<file path="src/rtl/nibble_clkdiv_pkg.sv">
package nibble_clkdiv_pkg;
  // One action per base cycle, chosen by the phase controller
  typedef struct packed {
    logic restart;    // low-power: park in high phase with fresh counts
    logic enterLow;   // high count expired
    logic enterHigh;  // low count expired, pick up pending setting
    logic countDown;  // phase continues
  } divStrobes_t;
endpackage

</file>
<file path="src/rtl/nibble_clkdiv_regs.sv">
module nibble_clkdiv_regs #(
  parameter int REG_W = 16,
  parameter int FIELD_W = 8,
  parameter logic [REG_W-1:0] DIV_RESET = 16'h0054,
  parameter logic [FIELD_W-1:0] CARD_DEFAULT = 8'h54,
  parameter int FB_BIT = 0,
  parameter int STICK_BIT = 1
) (
  input  logic             clk,
  input  logic             rstN,
  input  logic             wrEn,
  input  logic             wrAddr,
  input  logic             wrFieldOnly,
  input  logic [REG_W-1:0] wrData,
  input  logic             rdAddr,
  input  logic             prepCard,
  input  logic             prepStick,
  output logic [REG_W-1:0] rdData,
  output logic [REG_W-1:0] divReg,
  output logic [REG_W-1:0] pathReg
);
  always_ff @(posedge clk or negedge rstN) begin
    if (!rstN) begin
      divReg  <= DIV_RESET;
      pathReg <= '0;
    end else begin
      if (wrEn && !wrAddr) begin
        if (wrFieldOnly) divReg[FIELD_W-1:0] <= wrData[FIELD_W-1:0];
        else             divReg <= wrData;
      end
      if (wrEn && wrAddr) pathReg <= wrData;
      // prepare commands override a same-cycle write on the bits they own
      if (prepCard) begin
        divReg[FIELD_W-1:0] <= CARD_DEFAULT;
        pathReg[FB_BIT]     <= 1'b0;
        pathReg[STICK_BIT]  <= 1'b0;
      end else if (prepStick) begin
        pathReg[FB_BIT]     <= 1'b0;
        pathReg[STICK_BIT]  <= 1'b1;
      end
    end
  end

  assign rdData = rdAddr ? pathReg : divReg;
endmodule

</file>
<file path="src/rtl/nibble_clkdiv_ctl.sv">
module nibble_clkdiv_ctl
  import nibble_clkdiv_pkg::*;
(
  input  logic        clk,
  input  logic        rstN,
  input  logic        lowPower,
  input  logic        cntZero,
  output divStrobes_t strb,
  output logic        phaseHigh
);
  always_comb begin
    strb = '0;
    if (lowPower)       strb.restart   = 1'b1;
    else if (!cntZero)  strb.countDown = 1'b1;
    else if (phaseHigh) strb.enterLow  = 1'b1;
    else                strb.enterHigh = 1'b1;
  end

  always_ff @(posedge clk or negedge rstN) begin
    if (!rstN)               phaseHigh <= 1'b1;
    else if (strb.restart)   phaseHigh <= 1'b1;
    else if (strb.enterLow)  phaseHigh <= 1'b0;
    else if (strb.enterHigh) phaseHigh <= 1'b1;
  end
endmodule

</file>
<file path="src/rtl/nibble_clkdiv_dp.sv">
module nibble_clkdiv_dp
  import nibble_clkdiv_pkg::*;
#(
  parameter int NIB_W = 4,
  parameter logic [2*NIB_W-1:0] FIELD_RESET = 8'h54
) (
  input  logic               clk,
  input  logic               rstN,
  input  divStrobes_t        strb,
  input  logic [2*NIB_W-1:0] divField,
  input  logic               phaseHigh,
  input  logic               lowPower,
  input  logic               refIn,
  output logic               cntZero,
  output logic               clkOut
);
  localparam int FIELD_W = 2 * NIB_W;

  logic [NIB_W-1:0] cnt;
  logic [NIB_W-1:0] activeLo;
  logic [NIB_W-1:0] pendHi;
  logic [NIB_W-1:0] pendLo;

  assign pendHi = divField[FIELD_W-1:NIB_W];
  assign pendLo = divField[NIB_W-1:0];

  always_ff @(posedge clk or negedge rstN) begin
    if (!rstN) begin
      cnt      <= FIELD_RESET[FIELD_W-1:NIB_W];
      activeLo <= FIELD_RESET[NIB_W-1:0];
    end else if (strb.restart || strb.enterHigh) begin
      cnt      <= pendHi;
      activeLo <= pendLo;
    end else if (strb.enterLow) begin
      cnt      <= activeLo;
    end else if (strb.countDown) begin
      cnt      <= cnt - 1'b1;
    end
  end

  assign cntZero = (cnt == '0);
  assign clkOut  = lowPower ? refIn : phaseHigh;
endmodule

</file>
<file path="src/rtl/nibble_clkdiv.sv">
module nibble_clkdiv
  import nibble_clkdiv_pkg::*;
#(
  parameter int NIB_W = 4,
  parameter int REG_W = 16,
  parameter logic [REG_W-1:0] DIV_RESET = 16'h0054,
  parameter logic [2*NIB_W-1:0] CARD_DEFAULT = 8'h54
) (
  input  logic             clk,
  input  logic             rstN,
  input  logic             wrEn,
  input  logic             wrAddr,
  input  logic             wrFieldOnly,
  input  logic [REG_W-1:0] wrData,
  input  logic             rdAddr,
  output logic [REG_W-1:0] rdData,
  input  logic             prepCard,
  input  logic             prepStick,
  input  logic             lowPower,
  input  logic             refIn,
  output logic             fbSel,
  output logic             stickSel,
  output logic             clkOut
);
  localparam int FIELD_W = 2 * NIB_W;

  logic [REG_W-1:0] divReg;
  logic [REG_W-1:0] pathReg;
  divStrobes_t      strb;
  logic             cntZero;
  logic             phaseHigh;

  nibble_clkdiv_regs #(
    .REG_W(REG_W), .FIELD_W(FIELD_W), .DIV_RESET(DIV_RESET),
    .CARD_DEFAULT(CARD_DEFAULT), .FB_BIT(0), .STICK_BIT(1)
  ) regs_i (
    .clk(clk), .rstN(rstN), .wrEn(wrEn), .wrAddr(wrAddr),
    .wrFieldOnly(wrFieldOnly), .wrData(wrData), .rdAddr(rdAddr),
    .prepCard(prepCard), .prepStick(prepStick), .rdData(rdData),
    .divReg(divReg), .pathReg(pathReg)
  );

  nibble_clkdiv_ctl ctl_i (
    .clk(clk), .rstN(rstN), .lowPower(lowPower), .cntZero(cntZero),
    .strb(strb), .phaseHigh(phaseHigh)
  );

  nibble_clkdiv_dp #(
    .NIB_W(NIB_W), .FIELD_RESET(DIV_RESET[FIELD_W-1:0])
  ) dp_i (
    .clk(clk), .rstN(rstN), .strb(strb), .divField(divReg[FIELD_W-1:0]),
    .phaseHigh(phaseHigh), .lowPower(lowPower), .refIn(refIn),
    .cntZero(cntZero), .clkOut(clkOut)
  );

  assign fbSel    = pathReg[0];
  assign stickSel = pathReg[1];
endmodule

</file>
<file path="config.mk">
export PLATFORM = sky130hd
export DESIGN_NAME = nibble_clkdiv
export DESIGN_NICKNAME = d
export VERILOG_FILES = /design/src/rtl/nibble_clkdiv_pkg.sv /design/src/rtl/nibble_clkdiv_regs.sv /design/src/rtl/nibble_clkdiv_ctl.sv /design/src/rtl/nibble_clkdiv_dp.sv /design/src/rtl/nibble_clkdiv.sv
export SDC_FILE = /design/constraint.sdc
export NUM_CORES = 1
export LEC_CHECK = 0
export ABC_AREA = 1
export BUFFER_PORTS_ARGS = -buffer_cell sky130_fd_sc_hd__buf_2
export CAP_MARGIN = 5
export CORE_AREA = 2 2 65 67
export CTS_CLUSTER_DIAMETER = 80
export CTS_CLUSTER_SIZE = 30
export DETAILED_ROUTE_END_ITERATION = 6
export DIE_AREA = 0 0 67 69
export PLACE_DENSITY = 0.78
export SETUP_SLACK_MARGIN = 0.4
export SKIP_LAST_GASP = 1
export SYNTH_ARGS = -nofsm -noshare
export SYNTH_HDL_FRONTEND = slang
export SYNTH_SLANG_ARGS = --single-unit
</file>
<file path="constraint.sdc">
create_clock -name clk -period 1.72 [get_ports clk]
set_input_delay 0.086 -clock clk [delete_from_list [all_inputs] [get_ports clk]]
set_output_delay 0.086 -clock clk [all_outputs]
set_load 0.05 [all_outputs]
</file>
==> results <==
- The flow ran to the end, and the final reports show no timing, DRC or antenna violations.
- The number of filler instances in the final layout is around 370.
- For this design the static power due to leakage is 1.30 nW.
- The routed length per instance is 11.6 µm.
- Before antenna repair, the detailed router went through 4 iterations.
- The horizontal die dimension is 67 µm.
- The data arrival time at the worst-slack endpoint is 1.49 ns.
- Compared with the post-synthesis result, the final layout area differs by 24.7%.
- After the first detailed-routing iteration, the DRC count stood at 64.
- The total routed wirelength is 3810 µm.
- The number of buffers added on ports is between 40 and 50.
- The worst hold path class is primary input to flop.
- The floorplan die height is 69 µm.
- In the post-route analysis, the smallest setup slack over all paths is about 0.42 ns.
- The cell count after synthesis came out at 224.
- The overall global routing resource usage is between 15 and 20%.
- The kind of cell with the highest combined delay along the critical path is flip-flops.
- The worst pin sits at a relative slew slack of a little over half.
- For this run, the number of Yosys warnings is 0.
- The area enclosed by the die boundary is 4620 µm².
- The core outline area is just under 4000 µm².
- At the worst endpoint, the required time is 1.91 ns.
- The maximum operating frequency is 768 MHz.
- The total placed instance area is 2230 µm².
- Global routing finished with a remaining overflow of 0.
- The final cycle utilization of the critical path is 75.7%.
- The clock-pin slew on the worst setup and hold paths is about 0.070 ns.
- CTS saw about 40 sinks.
- The worst clock skew is 0.00457 ns.
- Row generation in the floorplan step produced 23 rows.
- The final layout contains 306 nets.
- The number of setup violations in the final report is 0.
- The total area of sequential cells is 1030 µm².
- The maximum clock path buffer count is 2.
- The worst stage delay on the critical path is 0.56 ns.
- The number of antenna cells inserted is 0.
- The TritonCTS clock tree is built.
- The initial antenna violation count is 0.
- The measured slew at the worst slew-check pin is 0.712 ns.
- The kind of start point of the critical path is a flop.
- 45 I/O pins were placed.
- For this run, design rule violations remaining after detail routing come to 0.
- The congestion estimate from routability-driven global placement came to 0.822.
- On the critical path, the stage with the largest delay is an instance of sky130_fd_sc_hd__dfstp_2.
- The total nets after synthesis is 252.
- In the layout the commonest cells are 49 x sky130_fd_sc_hd__nand2_1, 39 x sky130_fd_sc_hd__buf_2, 36 x sky130_fd_sc_hd__inv_1.
- Clock tree synthesis inserted a total of 5 buffers.
- The count of pins over their slew limit was 0.
- The routed layout has 1,606 vias.
- The wire length of the first global-routing pass is 6500 µm.
- The number of failing hold endpoints at the final stage is 0.
- The cell at the root of the clock tree is sky130_fd_sc_hd__clkbuf_8.
- The most common library cell in the layout ignoring fill and taps is sky130_fd_sc_hd__nand2_1.
- The initial utilization of the core area, before any placement, comes to 51.1%.
- Once layout is done, the placed cells without fillers occupy 2490 µm².
- The number of distinct library cells after synthesis is 25.
- For the worst-skew pair, the clock arrives at the later sink with an insertion delay of a little under 0.3 ns.
- OpenSTA, run right after detailed placement, puts the worst setup slack at 0.224 ns.
- Power comes to 3.02 mW.
- Across the run, the number of max-cap violations was 0.
- The synthesized design contains 41 register bits.
- The worst IR drop on VDD is approximately 0.65 mV.
- The total power divided by cell area is 1210 nW/µm².
- Setup repair after global routing could not meet its margin everywhere.
- The deepest level of the CTS H-tree is 2.
- The maximum fanout along the worst path is 7.
- The post-synthesis area per instance is between 8 and 9 µm².
- Summed over all failing endpoints, the final setup total negative slack is 0 ns.
- The critical path contains buffers and inverters numbering 2 combined.
- After synthesis, flip-flops and latches occupy 51.7% of the total area.
- The number of vias per cell is roughly 4.9.
- The signal on the critical path passes through inv_4 > ha_4 > nand2_2 > nand2_4 > nand2_8 > buf_4 > o21ai_2.
- In the final layout, the multi-input gates occupy 816 µm².
- The critical path endpoint category is a flop.
- The combined area of all synthesized cells is ~2000 µm².
- The HPWL after detailed placement is 2610 µm.
- The critical path is of the flop to flop type.
- The number of global-route vias before repair came to about 1,500.
- The ratio of cells with drive above 1 in the final layout is 39.8%.
- The clock period minus worst slack is 1.30 ns.
- The final cell utilization of the core is 63.7%.
- The residual antenna-violating net count after detailed routing is 0.
- The largest net degree at the start of global routing is 42.
## area by class of cell
type	count	area share, %
Inverter	42	6.52
Tap cell	50	2.51
Sequential cell	41	41.5
Multi-Input combinational cell	133	32.7
Timing Repair Buffer	55	13.5
Clock inverter	2	0.401
Clock buffer	6	2.91
## final timing paths
path	cells after the start	from	end	slack [ns]
setup / recovery	7	dp_i.cnt[0]$_DFFE_PN1P_	dp_i.activeLo[0]$_DFFE_PN0P_	0.42
setup reg to reg	7	dp_i.cnt[0]$_DFFE_PN1P_	dp_i.activeLo[0]$_DFFE_PN0P_	0.42
max in group asynchronous	3	rstN	regs_i.divReg[4]$_DFFE_PN1P_	0.98
min in group asynchronous	3	rstN	regs_i.divReg[0]$_DFFE_PN0P_	0.38
hold reg to reg	2	regs_i.divReg[6]$_DFFE_PN1P_	dp_i.cnt[2]$_DFFE_PN1P_	0.47
hold / removal	3	wrData[6]	regs_i.divReg[6]$_DFFE_PN1P_	0.04
## report_power, final
part           leakage [nW]  internal, mW  switching, mW
Clock                0.0450         0.281          0.312
Combinational         0.747         0.446          0.703
Sequential            0.506          1.17          0.111
## worst min-delay path: cells and delay by family
kind | cells | cell delay, ns
AOI/OAI and AO/OA | 1 | 0.08
buffers and inverters | 2 | 0.14
## layer usage
metal	part of all wire (%)	wire length, µm	global-route usage [%]
met5	0	0	0
met4	0.60	23	5.44
met3	5.1	193	5.06
met2	51	1940	29.7
met1	43	1650	23.0
## registers in the layout, summed over array words and instances, names as in the netlist
register / count
regs_i.divReg: 16
regs_i.pathReg: 16
dp_i.activeLo: 4
dp_i.cnt: 4
ctl_i.phaseHigh: 1
## synthesized netlist by cell type, drive strengths merged
cell type / instances / area share, %
xnor2: 1 / 0.44
mux2: 8 / 4.5
nand4: 4 / 1.3
a22oi: 3 / 1.1
dfstp: 7 / 9.2
or2: 1 / 0.31
o211ai: 1 / 0.38
nand3: 7 / 1.8
o21ai: 39 / 12
nor2: 5 / 1.4
inv: 42 / 7.9
o22ai: 4 / 1.3
buf: 7 / 3.1
ha: 2 / 1.3
dfrtp: 34 / 43
clkbuf: 2 / 0.38
nand2: 57 / 11
## logic make-up (layout without fill, tap and decap cells)
group / Yosys count / after routing / share of synthesized area (%)
adders and majority gates: 2 / 2 / 1.25
xor gates and xnor gates: 1 / 1 / 0.438
AOI/OAI and AO/OA: 47 / 47 / 14.8
DFF: 41 / 41 / 51.7
muxes: 8 / 8 / 4.50
buffers and inverters: 51 / 105 / 11.4
and+or+nand+nor: 74 / 75 / 15.9
## timing repair
action | CTS | global route
hold buffers | 1 | 0
buffers inserted | 6 | 2
pin swaps | 4 | 7
cloned | 1 | 0
endpoints found under the setup margin | 13 | 12
resized for setup | 12 | 20
endpoints found under the hold margin | 34 | 0
## per-stage QoR
stage                     cells  hold slack (ns)
after global routing        329           0.0372
after CTS                   327           0.0339
after global placement      311            0.175
after detailed placement    311            0.170
after floorplan             224           -0.210
final                       329           0.0397
(Power assumes the default switching activity.)
